`config.mk`:
```
export PLATFORM = sky130hd
export DESIGN_NAME = bidir_bus_shreg
export DESIGN_NICKNAME = d
export VERILOG_FILES = /design/src/rtl/bidir_bus_shreg.sv
export SDC_FILE = /design/constraint.sdc
export NUM_CORES = 1
export LEC_CHECK = 0
export BUFFER_PORTS_ARGS = -buffer_cell sky130_fd_sc_hd__clkbuf_2
export CAP_MARGIN = 10
export CORE_UTILIZATION = 41
export CTS_CLUSTER_DIAMETER = 150
export DETAILED_ROUTE_END_ITERATION = 16
export PLACE_DENSITY = 0.83
export REMOVE_ABC_BUFFERS = 1
export SLEW_MARGIN = 10
export SYNTH_ARGS = -nofsm -noshare
export SYNTH_HDL_FRONTEND = slang
export SYNTH_SLANG_ARGS = --single-unit
```
`constraint.sdc`:
```
create_clock -name clk -period 2.55 [get_ports clk]
set_input_delay 0.1275 -clock clk [delete_from_list [all_inputs] [get_ports clk]]
set_output_delay 0.1275 -clock clk [all_outputs]
set_load 0.05 [all_outputs]
```
`src/rtl/bidir_bus_shreg.sv`:
```
module bidir_bus_shreg #(
  parameter int W = 8
) (
  input  logic         clk,
  input  logic         rst_n,
  input  logic         a_en,
  input  logic         dir_a2b,
  input  logic         async_sel,
  input  logic         par_sel,
  input  logic         shift_clk,
  input  logic         ser_in,
  input  logic [W-1:0] a_in,
  input  logic [W-1:0] b_in,
  output logic [W-1:0] a_out,
  output logic [W-1:0] a_oe,
  output logic [W-1:0] b_out,
  output logic [W-1:0] b_oe,
  output logic         ser_out
);

  logic [W-1:0] stages;
  logic         sclk_q;
  logic         rise;
  logic         load_ok;
  logic [W-1:0] src;

  assign rise    = shift_clk & ~sclk_q;
  assign src     = dir_a2b ? a_in : b_in;
  assign load_ok = ~dir_a2b | a_en;

  always_ff @(posedge clk) begin
    sclk_q <= shift_clk;
    if (!rst_n)
      stages <= '0;
    else if (par_sel) begin
      if (load_ok && (async_sel || rise))
        stages <= src;
    end else if (rise)
      stages <= {stages[W-2:0], ser_in};
  end

  assign a_out   = stages;
  assign b_out   = stages;
  assign ser_out = stages[W-1];
  assign a_oe    = {W{rst_n & ~dir_a2b & a_en}};
  assign b_oe    = {W{rst_n & dir_a2b}};

  a_r1_reset_clears: assert property (@(posedge clk) !rst_n |=> stages == '0);
  a_r1_oe_off: assert property (@(posedge clk) !rst_n |-> (a_oe == '0 && b_oe == '0));
  a_r2_b_drives: assert property (@(posedge clk) disable iff (!rst_n)
    dir_a2b |-> (b_oe == '1 && a_oe == '0));
  a_r3_a_drives: assert property (@(posedge clk) disable iff (!rst_n)
    (!dir_a2b) |-> (b_oe == '0 && a_oe == {W{a_en}}));
  a_r4_no_edge_hold: assert property (@(posedge clk) disable iff (!rst_n)
    (par_sel && !async_sel && !(shift_clk && !sclk_q)) |=> $stable(stages));
  a_r6_shift: assert property (@(posedge clk) disable iff (!rst_n)
    (!par_sel && shift_clk && !sclk_q) |=> stages == {$past(stages[W-2:0]), $past(ser_in)});
  a_r7_hold: assert property (@(posedge clk) disable iff (!rst_n)
    (par_sel && dir_a2b && !a_en) |=> $stable(stages));

endmodule

```
# == Yosys cells after proc, flatten, opt, wreduce, memory -nomap -nowiden ==
# Index checks and enable logic that the tools add are counted.
# word_totals
regBits,9
inputBits,24
wordCells,18
# classes
bitwise,7
reduce_logical,4
eq_ne,1
mux,4
# ops
op,n
$mux 8,4
$and 1x1->1,4
$ne 2x1->1 const B,1
$not 1->1,2
$reduce_and 2->1,1
$reduce_bool 2->1,1
$logic_and 1x1->1,1
$logic_or 1x1->1,1
$or 1x1->1,1

# == Longest topological paths before layout ==
# logic_depth
depth_word,6
ltp_mapped,4
depth_no_buf,3

# == Least setup slack after synthesis ==
# No wires, ideal clock.
# synth_timing
path_type,in2out
startpoint,input port rst_n
endpoint,output port a_oe[1]
stages,4
setup_slack_ns,0.757
t_required_ns,2.423
path_buffers,2
t_arrival_ns,1.665
path_cell_list,clkbuf_1 nand2_1 nor2_1 buf_4
# synth_between
elab_chain_cells,2
# synth_rtl
item,line_no,text
start: declaration,5,"input logic rst_n,"
$and 1x1->1 (2 in a row),45,assign a_oe = {W{rst_n & ~dir_a2b & a_en}};
end: declaration,15,"output logic [W-1:0] a_oe,"
# Every way passes these cells.

# == Final worst setup path ==
# layout_timing
startpoint,input port shift_clk
endpoint,register stages[0] (netlist: a_out[0])
# layout_between
elab_chain_cells,5
elab_cells_between_ends,6
cone_classes,1 x eq/ne; 1 x bitwise; 4 x reduce/logical
# layout_rtl
item,line_no,text
start: declaration,10,"input logic shift_clk,"
$and 1x1->1 *,27,assign rise = shift_clk & ~sclk_q;
$logic_or 1x1->1,36,if (load_ok && (async_sel || rise))
$logic_and 1x1->1,36,
$ne 2x1->1 (no source line),--,
$reduce_and 2->1 (no source line) *,--,
end signal: assignment,37,stages <= src;
end signal: assignment,39,"stages <= {stages[W-2:0], ser_in};"
end: declaration,21,logic [W-1:0] stages;
# Every way passes the cells marked *; elsewhere a longest branch is shown, timed or not.
# A chain may end at the register's enable or synchronous reset.

==> summary.md <==
| Metric | Value |
|---|---|
| Status | complete, but fails checks |
| Failing checks | design-rule violations |
| Main combinational cell family by area after synthesis | buffers and inverters |
| Vias/cell | 5.11 |
| Grt ovf | 0 |
| Num CTS Buffers | 3 |
| Ant. Diodes | 0 |
| Worst vdd ir | 0.216 mV |
| CP max FO | 8 |
| Hold Crit Class | input port to flip-flop |
| CP startpoint | shift_clk |
| Initial antenna violation count | 0 |
| Root buf cell | clkbuf_4 |
| First DRT Iteration DRCs | 18 |
| Achievable frequency | 0.735 GHz |
| Global Route Usage Sum | 15.7% |
| Most used DFF post-synth | dfxtp_1 |
| Total of max-cap violations | 0 |
| Synth Instances | 76 |
| Clock sink count | 9 |
| Setup Skew | 0.00700 ns |
| Final setup fails | 0 |
| Die Wd | 43.8 um |
| Clock tree buffer depth | 2 |
| Worst EP arrival | 1.54 ns |
| Final WL | 1470 um |
| Nets | 136 |
| Ys Warns | 0 |
| Critical path endpoint | a_out[0] |
| Top cells by count, synth | buf_4 (23), dfxtp_1 (9), nand2_1 (9), mux2i_1 (8), o22ai_1 (8) |
| Post-detail-place hpwl | 1110 um |
| CP Capture Type | flip-flop |
| Part of the cycle the worst path needs | 53.3% |
| Largest cells by area after synthesis | dfxtp_1 (25%), buf_4 (24%), mux2i_1 (11%) |
| Top cell type's share of synthesized area | 25.2% |
| Hold Vio Cnt, Final | 0 |
| CP required | 2.73 ns |
| R2r endpoint | a_out[0] |
| Worst-margin pin slew | 0.389 ns |
| Hold_buf cts | 1 |
| Row count | 14 |
| RSZ-0062 raised after global routing | false |
| Antenna-violating nets left | 0 |
| Synthesized cell area | 716 um^2 |
| Worst setup margin | 1.19 ns |
| Post-synthesis mux area share | 23.8% |
| Adder-cell share of the synthesized area | 0% |
| Via count | 649 |
| Vias in the first global route | 534 |
| CORE AREA | 1580 um^2 |
| First-pass GRT wire length | 2090 um |
| Number of synthesized flops with an enable pin | 0 |
| Worst skew pair latency | 0.26 ns |
| Post-CTS resize count | 0 |
| CP Launch Type | input port |
| Worst R2R Start | sclk_q |
| #FFs+latches synth | 9 |
| Slew HR | 74.1% |
| Die Span Y | 43.8 um |
| Final TNS setup | 0 ns |
| Post-synth ARST share | 0% |
| Top-count cell post-synth | buf_4 |
| Largest net degree at the start of global routing | 13 |
| CTS tree | yes |
| DR DRC count | 10 |
| Drt wl/cell | 11.5 um |
| Simple-gate share of the synthesized area | 9.79% |
| Largest area contributor in the netlist | dfxtp_1 |
| Register area share after synthesis | 25.2% |
| XOR/XNOR share of the synthesized area | 0% |
| Pwr per Cell Area | 551 nW/um^2 |
| Initial Util | 45.4% |
| Inst Count DP | 122 |
| DR pass1 iterations | 11 |
| Min Tclk post-route | 1.36 ns |
| Leak | 0.463 nW |
| Post-Layout Cell Count | 127 |
| Final Max Tran Viols | 0 |
| Place WS | 1.32 ns |
| Routability cong. | 0.669 |
| Avg Cell Area, Syn | 9.42 um^2 |
| CTS H-tree lvls | 1 |
| Yosys cell types | 18 |
| Crit path kind | input port to flip-flop |
| Share of cells above drive strength 1 | 62.2% |
| Setup bufs post-CTS | 0 |
| R2r setup slk | 1.33 ns |
| CTS clk-pin slew, worst paths | 0.06 ns |
| Port Buffers | 56 |
| Synth Area in Compound Gates | 11.7% |
| Die area | 1920 um^2 |
| Syn-to-layout area delta | 18.0% |
| Io pins | 57 |
| Worst reg-to-reg path cell count | 3 |
## routing by layer
| layer | part of all wire (%) | vias to the layer above | global-route usage, % |
|---|---|---|---|
| met2 | 49 | 47 | 27.2 |
| met1 | 38 | 289 | 15.2 |
| met5 | 0 | - | 0 |
| li1 | - | 309 | - |
| met4 | 1.6 | 0 | 11.9 |
| met3 | 11 | 4 | 5.42 |
## layout by cell type (no fill, tap or decap)
| cell type | instances |
|---|---|
| dlygate4sd3_1 | 1 |
| inv_1 | 1 |
| nand2_2 | 1 |
| clkbuf_4 | 3 |
| nand2_1 | 9 |
| clkbuf_1 | 1 |
| a22oi_2 | 1 |
| and2_1 | 1 |
| mux2i_1 | 8 |
| clkbuf_2 | 56 |
| o22ai_1 | 8 |
| mux2_1 | 2 |
| nor2_1 | 1 |
| a221o_4 | 1 |
| nor2b_4 | 1 |
| dfxtp_1 | 9 |
| mux2_2 | 6 |
| nand2b_1 | 1 |
## layout make-up
type / instances / area [um^2]
fill: 150 / 732
multi-input combinational: 40 / 324
timing repair buffer: 57 / 290
sequential: 9 / 180
clock buffer: 4 / 26.3
tap: 16 / 20.0
inverter: 1 / 3.75
## worst min path at each step
stage	start	end	cells after the start
final	ser_in	a_out[0]	3
after global routing	ser_in	a_out[0]	3
after CTS	ser_in	a_out[0]	3
after detailed placement	shift_clk	sclk_q	1
after global placement	shift_clk	sclk_q	1
after floorplan	shift_clk	sclk_q	0
## report_power, final
part           internal [mW]  leakage, nW  switching, mW
registers              0.149       0.0738        0.00803
logic                 0.0562        0.374          0.142
clock network         0.0603       0.0150         0.0500
total                  0.266        0.463          0.200
## critical path, cell delays in order
cell	delay, ns
dlygate4sd3_1	0.53
clkbuf_2	0.11
nand2b_1	0.09
a221o_4	0.49
o22ai_1	0.19
## registers in the layout, indices dropped and copies added, names as in the netlist
name	cells
sclk_q	1
a_out	8
## through the flow
stage / hold slack, ns / instance area, um^2 / utilization, % / total power [mW]
final: 0.218 / 845 / 53.6 / 0.465
after floorplan: 0.155 / 508 / - / 0.299
after CTS: 0.215 / 845 / 53.6 / 0.466
after global placement: 0.250 / 808 / 51.3 / 0.355
after global routing: 0.237 / 845 / 53.6 / 0.487
after detailed placement: 0.253 / 808 / 51.3 / 0.357
## kinds of logic after synthesis
group,after synthesis
DFF,9
muxes,16
buffers and inverters,27
and+or+nand+nor,14
AOI/OAI and AO/OA,10
Power figures use the tool's default switching activity.
